### src/rtl/zcg_pkg.sv
// Shared types for the zero-crossing gated level controller.
// Assumes nothing beyond IEEE 1800-2017 packages.
package zcg_pkg;

    // Holding slot state per channel
    typedef enum logic {
        SLOT_IDLE = 1'b0,
        SLOT_WAIT = 1'b1
    } slot_state_t;

endpackage

### src/rtl/zcg_cross_detect.sv
// Per-channel zero-crossing detector.
// Flags a crossing on a frame strobe when the sample is zero or its sign
// differs from the previously strobed sample of the same channel.
// Assumes samples are two's complement and valid only with frame_stb.
module zcg_cross_detect #(
    parameter int unsigned SAMPLE_W = 16
) (
    input  logic                clk,
    input  logic                rst_n,
    input  logic                frame_stb,
    input  logic [SAMPLE_W-1:0] sample,
    output logic                cross_hit
);

    localparam int unsigned SIGN_BIT = SAMPLE_W - 1;

    logic prev_sign;
    logic is_zero;
    logic sign_flip;

    // Remember the sign of the last strobed sample
    always_ff @(posedge clk) begin
        if (!rst_n) begin
            prev_sign <= 1'b0;
        end else if (frame_stb) begin
            prev_sign <= sample[SIGN_BIT];
        end
    end

    // Combine the zero test and the sign comparison
    always_comb begin
        is_zero   = (sample == '0);
        sign_flip = sample[SIGN_BIT] ^ prev_sign;
        cross_hit = frame_stb & (is_zero | sign_flip);
    end

    AST_PREV_SIGN_TRACKS: assert property (@(posedge clk) disable iff (!rst_n)
        frame_stb |=> prev_sign == $past(sample[SIGN_BIT]));
    AST_NO_HIT_OFF_STROBE: assert property (@(posedge clk) disable iff (!rst_n)
        !frame_stb |-> !cross_hit);

endmodule

### src/rtl/zcg_frame_timer.sv
// Per-channel frame-count timeout.
// Counts frame strobes while its slot is waiting; the top bit of the
// counter marks expiry. Cleared when the slot is rewritten or applied.
// Assumes clr and run come from the holding slot of the same channel.
module zcg_frame_timer #(
    parameter int unsigned TMO_W = 10
) (
    input  logic clk,
    input  logic rst_n,
    input  logic frame_stb,
    input  logic run,
    input  logic clr,
    output logic expired
);

    localparam int unsigned        FLAG_BIT = TMO_W - 1;
    localparam logic [TMO_W-1:0]   CAP      = TMO_W'(1) << FLAG_BIT;

    logic [TMO_W-1:0] cnt;

    // Advance on each strobe while waiting, stop once the flag bit is set
    always_ff @(posedge clk) begin
        if (!rst_n) begin
            cnt <= '0;
        end else if (clr) begin
            cnt <= '0;
        end else if (run && frame_stb && !cnt[FLAG_BIT]) begin
            cnt <= cnt + TMO_W'(1);
        end
    end

    // Expiry is the flag bit of the counter
    always_comb begin
        expired = cnt[FLAG_BIT];
    end

    AST_TMO_CAP: assert property (@(posedge clk) disable iff (!rst_n)
        cnt <= CAP);
    AST_TMO_RESTART: assert property (@(posedge clk) disable iff (!rst_n)
        clr |=> cnt == '0);

endmodule

### src/rtl/zcg_setting_slot.sv
// Per-channel holding slot and active setting.
// Takes writes into a held value, marks it waiting, and moves it into the
// active setting on a crossing, a timeout or when bypass is high.
// A write in the same cycle as an apply wins and restarts the wait.
module zcg_setting_slot #(
    parameter int unsigned LEVEL_W = 8
) (
    input  logic               clk,
    input  logic               rst_n,
    input  logic               wr_hit,
    input  logic [LEVEL_W-1:0] wr_level,
    input  logic               wr_mute,
    input  logic               bypass,
    input  logic               cross_hit,
    input  logic               tmo_hit,
    output logic [LEVEL_W-1:0] act_level,
    output logic               act_mute,
    output logic               waiting,
    output logic               timer_clr
);

    import zcg_pkg::*;

    slot_state_t        state;
    logic [LEVEL_W-1:0] held_level;
    logic               held_mute;
    logic               apply_now;

    // Decide whether the held value moves to the active setting this cycle
    always_comb begin
        waiting   = (state == SLOT_WAIT);
        apply_now = waiting & (bypass | cross_hit | tmo_hit);
        timer_clr = wr_hit | apply_now;
    end

    // Slot state, held value and active setting
    always_ff @(posedge clk) begin
        if (!rst_n) begin
            state      <= SLOT_IDLE;
            held_level <= '0;
            held_mute  <= 1'b0;
            act_level  <= '0;
            act_mute   <= 1'b0;
        end else if (wr_hit && bypass) begin
            state     <= SLOT_IDLE;
            act_level <= wr_level;
            act_mute  <= wr_mute;
        end else if (wr_hit) begin
            state      <= SLOT_WAIT;
            held_level <= wr_level;
            held_mute  <= wr_mute;
        end else if (apply_now) begin
            state     <= SLOT_IDLE;
            act_level <= held_level;
            act_mute  <= held_mute;
        end
    end

    AST_WRITE_HOLDS: assert property (@(posedge clk) disable iff (!rst_n)
        (wr_hit && !bypass) |=> waiting && held_level == $past(wr_level)
                                && $stable(act_level) && $stable(act_mute));
    AST_CROSS_APPLIES: assert property (@(posedge clk) disable iff (!rst_n)
        (waiting && cross_hit && !wr_hit) |=> !waiting
            && act_level == $past(held_level) && act_mute == $past(held_mute));
    AST_BYPASS_DIRECT: assert property (@(posedge clk) disable iff (!rst_n)
        (wr_hit && bypass) |=> !waiting && act_level == $past(wr_level));
    AST_IDLE_STABLE: assert property (@(posedge clk) disable iff (!rst_n)
        (!waiting && !wr_hit) |=> $stable(act_level) && $stable(act_mute));

endmodule

### src/rtl/zc_level_ctrl.sv
// Six-channel zero-crossing gated level controller (top).
// Routes the write to the addressed channel and builds one detector, one
// timer and one holding slot per channel. Writes to an index at or above
// NCH select no channel. Samples are packed, channel c in slice c.
module zc_level_ctrl #(
    parameter int unsigned NCH      = 6,
    parameter int unsigned SAMPLE_W = 16,
    parameter int unsigned LEVEL_W  = 8,
    parameter int unsigned TMO_W    = 10,
    localparam int unsigned CH_W    = (NCH > 1) ? $clog2(NCH) : 1
) (
    input  logic                    clk,
    input  logic                    rst_n,
    input  logic                    frame_stb,
    input  logic [NCH*SAMPLE_W-1:0] sample_bus,
    input  logic                    wr_en,
    input  logic [CH_W-1:0]         wr_chan,
    input  logic [LEVEL_W-1:0]      wr_level,
    input  logic                    wr_mute,
    input  logic                    zc_bypass,
    output logic [NCH*LEVEL_W-1:0]  act_level,
    output logic [NCH-1:0]          act_mute,
    output logic [NCH-1:0]          accept_pend
);

    logic [NCH-1:0] wr_sel;
    logic [NCH-1:0] cross_hit;
    logic [NCH-1:0] tmo_hit;
    logic [NCH-1:0] timer_clr;

    for (genvar g = 0; g < NCH; g++) begin : g_ch
        // Address decode of the write for this channel
        always_comb begin
            wr_sel[g] = wr_en & (wr_chan == CH_W'(g));
        end

        zcg_cross_detect #(.SAMPLE_W(SAMPLE_W)) i_detect (
            .clk       (clk),
            .rst_n     (rst_n),
            .frame_stb (frame_stb),
            .sample    (sample_bus[g*SAMPLE_W +: SAMPLE_W]),
            .cross_hit (cross_hit[g])
        );

        zcg_frame_timer #(.TMO_W(TMO_W)) i_timer (
            .clk       (clk),
            .rst_n     (rst_n),
            .frame_stb (frame_stb),
            .run       (accept_pend[g]),
            .clr       (timer_clr[g]),
            .expired   (tmo_hit[g])
        );

        zcg_setting_slot #(.LEVEL_W(LEVEL_W)) i_slot (
            .clk       (clk),
            .rst_n     (rst_n),
            .wr_hit    (wr_sel[g]),
            .wr_level  (wr_level),
            .wr_mute   (wr_mute),
            .bypass    (zc_bypass),
            .cross_hit (cross_hit[g]),
            .tmo_hit   (tmo_hit[g]),
            .act_level (act_level[g*LEVEL_W +: LEVEL_W]),
            .act_mute  (act_mute[g]),
            .waiting   (accept_pend[g]),
            .timer_clr (timer_clr[g])
        );
    end

    AST_ONE_WRITE_TARGET: assert property (@(posedge clk) disable iff (!rst_n)
        $onehot0(wr_sel));
    AST_RESET_QUIET: assert property (@(posedge clk)
        !rst_n |=> accept_pend == '0 && act_mute == '0 && act_level == '0);

endmodule

### config.mk
export PLATFORM = sky130hd
export DESIGN_NAME = zc_level_ctrl
export DESIGN_NICKNAME = d
export VERILOG_FILES = /design/src/rtl/zcg_pkg.sv /design/src/rtl/zcg_cross_detect.sv /design/src/rtl/zcg_frame_timer.sv /design/src/rtl/zcg_setting_slot.sv /design/src/rtl/zc_level_ctrl.sv
export SDC_FILE = /design/constraint.sdc
export NUM_CORES = 1
export LEC_CHECK = 0
export BUFFER_PORTS_ARGS = -buffer_cell sky130_fd_sc_hd__buf_2
export CORE_ASPECT_RATIO = 1.2
export CORE_MARGIN = 2
export CORE_UTILIZATION = 60
export CTS_CLUSTER_SIZE = 28
export DETAILED_ROUTE_END_ITERATION = 8
export PLACE_DENSITY_LB_ADDON = 0.12
export RECOVER_POWER = 25
export SYNTH_ARGS = -nofsm -noshare
export SYNTH_HDL_FRONTEND = slang
export SYNTH_SLANG_ARGS = --single-unit
### constraint.sdc
create_clock -name clk -period 4.11 [get_ports clk]
set_input_delay 1.0275 -clock clk [delete_from_list [all_inputs] [get_ports clk]]
set_output_delay 1.0275 -clock clk [all_outputs]
set_load 0.1 [all_outputs]
==> results of run 1 <==
==> cells by family after synthesis <==
logic type,Yosys count,synth area share (%)
flip-flops,180,40.5
multiplexers,66,7.42
adder cells (fa/ha/maj),6,0.843
XOR/XNOR,54,5.31
AND/OR/NAND/NOR,386,21.9
buffers and inverters,94,5.14
AO/OA/AOI/OAI,264,18.9
==> metal layers <==
layer | wire, um | GRT usage (%) | up-vias | part of all wire [%]
met3 | 1450 | 5.63 | 43 | 6.4
met5 | 0 | 0 | - | 0
met2 | 11000 | 48.9 | 287 | 49
met4 | 549 | 11.3 | 0 | 2.4
li1 | - | - | 3954 | -
met1 | 9600 | 34.2 | 3750 | 43
==> layout by cell type (no fill, tap or decap), drive strengths merged, types with 3 or more instances in the layout <==
cell type,n
nor4,31
and3,59
nand3,12
nand4b,5
a21oi,13
a21boi,108
a211o,6
nor2b,13
ha,6
mux2i,66
nand4,9
and3b,3
dfxtp,180
xnor2,33
a41oi,6
buf,150
nand3b,3
nor2,30
clkbuf,56
nor3,74
inv,4
nand2,137
clkinv,4
a31oi,4
nand4bb,3
a22oi,6
xor2,21
o21ai,119
==> area by class of cell <==
cell class | instances | area [um2]
Sequential cell | 180 | 3600
Inverter | 4 | 15.0
Tap cell | 200 | 250
Antenna cell | 1 | 2.50
Clock inverter | 6 | 80.1
Multi-Input combinational cell | 776 | 4840
Timing Repair Buffer | 184 | 923
Clock buffer | 22 | 474
Fill cell | 1259 | 4290
==> state kept, by name (all words and copies together) (netlist names) <==
register	flops
g_ch.i_slot.act_mute	6
g_ch.i_slot.act_level	48
g_ch.i_slot.waiting	6
g_ch.i_timer.cnt	60
g_ch.i_detect.prev_sign	6
g_ch.i_slot.held_mute	6
g_ch.i_slot.held_level	48
==> final timing paths <==
kind / startpoint / endpoint / depth (start not counted)
setup / recovery: frame_stb / g_ch[4].i_timer.cnt[1] / 5
hold / removal: g_ch[4].i_slot.act_level[5] / g_ch[4].i_slot.act_level[5] / 2
setup reg to reg: g_ch[1].i_detect.prev_sign / g_ch[1].i_slot.act_level[5] / 4
hold reg to reg: g_ch[4].i_slot.act_level[5] / g_ch[4].i_slot.act_level[5] / 2
==> per-stage QoR <==
step	util, %	std cells	power [mW]
2_1_floorplan	-	1050	1.96
3_3_place_gp	66.9	1344	2.06
3_5_place_dp	66.9	1344	2.07
4_1_cts	70.7	1372	3.61
5_1_grt	70.3	1372	3.70
6_report	70.4	1373	3.59
==> critical path, cell delays in order <==
cell	delay, ns
clkbuf_1	0.87
or2_2	0.41
o21ai_0	0.12
a21oi_1	0.66
nor3_1	0.13
==> power breakdown <==
| group | internal (mW) | leakage, nW | switching [mW] |
|---|---|---|---|
| clock network | 0.925 | 0.277 | 0.638 |
| registers | 1.76 | 1.45 | 0.00711 |
| logic | 0.0923 | 2.44 | 0.176 |
==> flow_summary.ini, run 1 <==
[floorplanning]
die_w_um = 115
io_pins = 173
core_mm2 = 0.0145
rows = 48
die_height_um = 137
die-area_mm2 = 0.0158
start_util_pct = 61.5

[cts]
clk_path_buf_depth = 2
clk_latency_ns = 0.44
ctsResizeCount = 0
cts-htree-levels = 4
cts_setup_buffers = 0
cts_hold_buf = 0
clockRootBuffer = clkbuf_16
cts_tree = built
cts_made_buffers = 17
clk_pin_slew_ns = 0.06
cts.sinks = 180

[job]
max-cap-violations = 0

[synth]
synth_nets = 1169
syn_area_mm2 = 0.00890
synth-main-ff-cell = dfxtp_1
yosysMostFrequentCell = dfxtp_1
synth_cells = 1050
synth_common_cells = 180 x dfxtp_1, 137 x nand2_1, 119 x o21ai_0, 101 x a21boi_0, 74 x nor3_1
ys_ff_latch = 180
synth.avg_cell_area_um2 = 8.48
synth_edf_count = 0
ys_top_cells_by_area = dfxtp_1 40%, a21boi_0 8.5%, mux2i_1 7.4%
yosysTopAreaCell = dfxtp_1
ys_async_sr_fraction_pct = 0
synth.top_cell.area_share_pct = 40.5
ys_seq_area_share_pct = 40.5
synth_cell_types = 44
synth_warnings = 0

[placed_design]
detailed_place_hpwl_um = 15100
routabilityCongestion = 0.805
post-place-ws_ns = 1.19
post_dp_cell_area_mm2 = 0.00968
io_buffers = 172

[cells_and_area]
drive_gt1_share_pct = 16.0
fin_area_mm2 = 0.0102
area_growth_pct = 14.4
nets = 1282

[grt]
overflow = 0
antenna_found_initial = 0
grtUsageTotal_pct = 28.2
grt_pass1_wl_um = 35100
grt_max_degree = 64
grt_pass1_vias = 7210

[sta]
setup_ws_ns = 1.16
finalMaxSlewViolations = 0
max_freq_mhz = 339
fin_crit_sh_pct = 71.9
rsz0062_at_grt = no
tightest_slew_ns = 1.24
relSlewSlack_pct = 17.7
finalCriticalPeriod_ns = 2.95
skew_ns = 0.0121
setup_tns_ns = 0
worst_hold_slack_ns = 0.460
setup_violations = 0
hold_viol_final = 0

[power]
p_leak_nw = 4.17
power_density_mw_per_mm2 = 353
ir_drop_mv = 0.272

[critical_path]
cp-start-kind = input port
crit_type = input port to flop
r2r_slack_ns = 2.27
cp-end-kind = flop
critPathMaxFanout = 19
cp_data_required_time_ns = 4.39
arrival_ns = 3.23

[routing]
drtIter0Drc = 524
wl_per_cell_um = 16.4
ant_nets = 0
vias = 8034
drc = 0
dr.pass1.iters = 7
wl_um = 22600
vias_per_cell = 5.85

[outcome]
status = finished clean

[worst_hold_path]
hold_class = flop to flop
Note: power is estimated with default switching activity, not from simulation.
==> inputs of run 2 (changes only) <==
Settings changed: CORE_UTILIZATION 60 to 50.
Clock period 4.11 ns to 2.6 ns, I/O delays scaled along.
==> run 2 against run 1 <==
Compared with the run above: routed wire length grew 2.1%; clock skew decreased by 0.0027 ns; combinational power up 62%; final cell count rose by 3.0%; critical path depth decreased by 4; via count decreased by 1.6%; die area increased by 19%; register-to-register slack lost 1.6 ns; total power grew 68%; worst hold slack lost 0.0040 ns; largest cell class unchanged; largest power group is now the clock network; highest routed layer unchanged.
==> flow_summary.ini, run 2 (synthesis gave the netlist of run 1 again) <==
[routing]
drtIter0Drc = 525
vias_per_cell = 5.59
vias = 7909
wl_per_cell_um = 16.3
wl_um = 23000
dr.pass1.iters = 6
ant_nets = 0
drc = 0

[sta]
setup_violations = 0
max_freq_mhz = 493
setup_tns_ns = 0
hold_viol_final = 0
relSlewSlack_pct = 39.3
rsz0062_at_grt = no
finalCriticalPeriod_ns = 2.03
finalMaxSlewViolations = 0
tightest_slew_ns = 0.911
worst_hold_slack_ns = 0.456
fin_crit_sh_pct = 78.1
skew_ns = 0.00937
setup_ws_ns = 0.570

[floorplanning]
die_w_um = 126
start_util_pct = 50.9
rows = 53
die-area_mm2 = 0.0189
io_pins = 173
core_mm2 = 0.0175
die_height_um = 150

[outcome]
status = finished clean

[critical_path]
cp_data_required_time_ns = 1.95
rr_endpoint = g_ch[4].i_slot.act_level[4]
r2r_cells = 5
cp-end-kind = output pin
crit_type = flop to output pin
crit_buf_inv = 1
r2r-start = g_ch[4].i_detect.prev_sign
cp-start-kind = flop
crit_slowest_cell = buf_2
r2r_slack_ns = 0.68
crit_cells = 1
cpLargestDelayFamily = buffers and inverters
arrival_ns = 1.38
critPathMaxFanout = 6
critPathMaxStageDelay_ns = 0.49
path_cells = buf_2

[power]
power_mw = 6.02
ir_drop_mv = 0.495
p_leak_nw = 4.40
power_density_mw_per_mm2 = 577

[placed_design]
io_buffers = 172
routabilityCongestion = 0.789
post-place-ws_ns = 0.298
detailed_place_hpwl_um = 15700
post_dp_cell_area_mm2 = 0.00983
place_inst = 1382

[cells_and_area]
final_cell_mix = 180 x dfxtp_1, 168 x buf_2, 137 x nand2_1
nets = 1300
top_regs = g_ch.i_timer.cnt: 60 flops, g_ch.i_slot.act_level: 48 flops, g_ch.i_slot.held_level: 48 flops
fin_area_mm2 = 0.0104
mostFrequentLayoutCell = dfxtp_1
area_growth_pct = 17.2
regMostFlops = g_ch.i_timer.cnt
final_util_pct = 59.6
finalNonFillerCells = 1414
num_antenna_cells = 0
drive_gt1_share_pct = 19.6
nFillCells = 1671
largest_reg_flops = 60

[grt]
grt_pass1_wl_um = 37100
grt_max_degree = 37
antenna_found_initial = 0
grt_pass1_vias = 7285
grtUsageTotal_pct = 24.3
overflow = 0

[cts]
cts.sinks = 180
cts_setup_buffers = 0
cts_hold_buf = 0
cts-htree-levels = 4
clockRootBuffer = clkbuf_16
cts_made_buffers = 17
clk_pin_slew_ns = 0.07
ctsResizeCount = 0
cts_tree = built
clk_path_buf_depth = 2
clk_latency_ns = 0.44

[job]
max-cap-violations = 0

[worst_hold_path]
hold_path_end = g_ch[4].i_slot.act_level[3]
min-delay-start = g_ch[4].i_slot.act_level[3]
holdPathStages = 2
hold_class = flop to flop
[run 2: changes by cell type in the layout (fill, tap and decap cells not counted), sizes merged]
cell and delta:
inv +1, clkinvlp +2, buf +42, diode -1, clkbuf -25, bufinv +2
[run 2: worst max-delay path by stage]
stage,startpoint,end,slack [ns]
after floorplan,wr_chan[0],g_ch[0].i_slot.act_level[0],0.65
after global placement,wr_chan[1],g_ch[5].i_slot.act_level[7],0.32
after detailed placement,wr_chan[1],g_ch[5].i_slot.held_level[4],0.30
after CTS,g_ch[2].i_slot.waiting,accept_pend[2],0.56
after global routing,rst_n,g_ch[4].i_timer.cnt[4],0.38
final,g_ch[2].i_slot.waiting,accept_pend[2],0.57
[run 2: where the power goes]
| part | internal, mW | switching (mW) | leakage [nW] |
|---|---|---|---|
| logic | 0.153 | 0.280 | 2.63 |
| registers | 2.78 | 0.0111 | 1.45 |
| clock network | 1.69 | 1.11 | 0.311 |
[run 2: cell type report]
class | instances | area [um2] | area share [%]
multi-input combinational | 776 | 4840 | 46.4
sequential | 180 | 3600 | 34.5
timing repair buffer | 202 | 1060 | 10.1
clock buffer | 21 | 470 | 4.51
tap | 220 | 275 | 2.64
clock inverter | 11 | 174 | 1.67
inverter | 4 | 15.0 | 0.144
[run 2: tightest hold or removal path, stage by stage, from the launching register on]
cell	delay, ns
dfxtp_1	0.31
nand2_1	0.05
mux2i_1	0.05
[run 2: layer usage]
metal,GRT usage (%),part of all wire (%),vias to the layer above
li1,-,-,3977
met1,33.6,46,3674
met2,39.1,47,235
met3,4.44,5.5,23
met4,7.03,1.4,0
met5,0,0,-
==> inputs of run 3 (changes only) <==
Settings changed: ABC_AREA from default to 1, CORE_UTILIZATION 50 to 55.
Clock period 2.6 ns to 2.05 ns, I/O delays scaled along.
==> run 3 against run 2 <==
Compared with the run above: total power increased by 26%; synthesized area decreased by 4.8%; largest power group is now registers; die area decreased by 13%; critical path type unchanged; cell area decreased by 3.2%; combinational power increased by 99%; critical path depth unchanged; utilization increased by 7.6 points; first-iteration DRC count increased by 9.7%; register-to-register slack got worse by 0.19 ns.
==> flow_summary.ini, run 3 <==
[outcome]
status = finished clean

[critical_path]
cpLargestDelayFamily = flip-flops
critPathMaxStageDelay_ns = 0.51
crit_buf_inv = 1
critPathMaxFanout = 5
path_cells = buf_2
cp-startpoint = g_ch[2].i_slot.waiting
arrival_ns = 1.44
r2r-start = g_ch[1].i_slot.waiting
crit_type = flop to output pin
cp-start-kind = flop
crit_slowest_cell = dfxtp_1
r2r_slack_ns = 0.49
cp-end-kind = output pin
cp_data_required_time_ns = 1.54

[floorplanning]
rows = 49
core_mm2 = 0.0150
die-area_mm2 = 0.0164
start_util_pct = 56.5
io_pins = 173
die_height_um = 140
die_w_um = 117

[synth]
synth_cells = 1209
ys_ff_latch = 180
syn_area_mm2 = 0.00848
synth-main-ff-cell = dfxtp_1
yosysTopAreaCell = dfxtp_1
synth.top_cell.area_share_pct = 42.5
synth_warnings = 0
ys_async_sr_fraction_pct = 0
synth_cell_types = 37
ys_seq_area_share_pct = 42.5
synth_edf_count = 0
synth_common_cells = 262 x nand2_1, 180 x dfxtp_1, 171 x nor2_1, 129 x a21oi_1, 127 x nand3_1
synth.avg_cell_area_um2 = 7.01
yosysMostFrequentCell = nand2_1
ys_top_cells_by_area = dfxtp_1 42%, nand2_1 12%, a21oi_1 7.6%
synth_nets = 1328

[power]
p_leak_nw = 4.36
power_density_mw_per_mm2 = 750
ir_drop_mv = 0.514
power_mw = 7.57

[cts]
cts.sinks = 180
clk_pin_slew_ns = 0.07
cts-htree-levels = 4
clk_path_buf_depth = 2
cts_made_buffers = 17
cts_tree = built
clk_latency_ns = 0.44
cts_setup_buffers = 0
ctsResizeCount = 0
clockRootBuffer = clkbuf_16
cts_hold_buf = 0

[routing]
wl_um = 21100
wl_per_cell_um = 13.4
wl_met2_um = 9950
routedLengthMet1_um = 9340
dr.pass1.iters = 6
wl_met3_um = 1310
top_layer_used = met4
drc = 0
vias_per_cell = 5.17
drtIter0Drc = 576
ant_nets = 0
vias = 8184

[sta]
setup_violations = 0
setup_tns_ns = 0
max_freq_mhz = 512
hold_viol_final = 0
finalMaxSlewViolations = 0
rsz0062_at_grt = no
fin_crit_sh_pct = 95.3
finalCriticalPeriod_ns = 1.95
skew_ns = 0.0106
relSlewSlack_pct = 32.8
tightest_slew_ns = 1.01

[cells_and_area]
nets = 1485
num_antenna_cells = 0
drive_gt1_share_pct = 19.4
fin_area_mm2 = 0.0101
largest_reg_flops = 60
mostFrequentLayoutCell = nand2_1
top_regs = g_ch.i_timer.cnt: 60 flops, g_ch.i_slot.act_level: 48 flops, g_ch.i_slot.held_level: 48 flops
area_growth_pct = 19.1
final_cell_mix = 262 x nand2_1, 180 x dfxtp_1, 172 x nor2_1
regMostFlops = g_ch.i_timer.cnt
final_util_pct = 67.2

[placed_design]
detailed_place_hpwl_um = 14800
post_dp_cell_area_mm2 = 0.00957
routabilityCongestion = 0.828
io_buffers = 172

[grt]
grtUsageTotal_pct = 25.6
grt_pass1_vias = 7346
antenna_found_initial = 0
overflow = 0
grt_pass1_wl_um = 34500
grt_max_degree = 37

[worst_hold_path]
hold_class = input port to flop
min-delay-start = sample_bus[95]

[job]
max-cap-violations = 0
## run 3: cell count changes after synthesis, sizes merged, moves of 53 or more
cell    before  now
nand3       12  134
a21oi       13  129
mux2i       66    0
inv          4   93
nand2      137  268
a21boi     108    0
and3        59    1
nor2        30  185
nor3        74   15
o21ai      119   66
## run 3: logic make-up (layout without fill, tap and decap cells)
kind of cell / after synthesis / after routing / synth area share, %
xor+xnor: 38 / 38 / 3.92
simple gates: 626 / 626 / 32.7
compound gates: 201 / 201 / 12.0
buf+inv: 158 / 328 / 7.97
flops: 180 / 180 / 42.5
fa+ha+maj: 6 / 6 / 0.885
## run 3: through the flow
step / cells / hold WS [ns] / worst slack (ns)
after global routing: 1583 / 0.349 / 0.0723
after CTS: 1583 / 0.342 / 0.101
after floorplan: 1209 / 0.440 / 0.451
after global placement: 1551 / 0.448 / 0.0748
after detailed placement: 1551 / 0.452 / 0.0664
final: 1583 / 0.344 / 0.0967
## run 3: area by class of cell
class | instances | area [um2]
clock buffers | 21 | 460
clock inverters | 11 | 104
fillers | 1339 | 4920
inverters | 95 | 357
multi-input cells | 871 | 4200
flip-flops and latches | 180 | 3600
well taps | 204 | 255
repair buffers | 201 | 1120
## run 3: final timing paths
check        cells after the start                           end
max                              1                accept_pend[2]
min                              3    g_ch[5].i_detect.prev_sign
max reg2reg                      8        g_ch[1].i_timer.cnt[7]
min reg2reg                      2  g_ch[3].i_slot.held_level[5]
## run 3: power by group
part | total [mW] | internal (mW) | switching [mW]
Clock | 3.12 | 1.74 | 1.38
Combinational | 0.862 | 0.232 | 0.630
Sequential | 3.59 | 3.56 | 0.0348
Total | 7.57 | 5.53 | 2.04
## run 3: worst min-delay path, cell delays in order
cell    delay [ns]
buf_2         0.10
nor2_1        0.05
nor2_1        0.08
## run 3: per-layer routing
layer / track usage (%) / vias to the layer above
met3: 5.13 / 42
met5: 0 / -
met2: 42.5 / 263
met1: 32.9 / 3658
met4: 10.1 / 0
li1: - / 4221
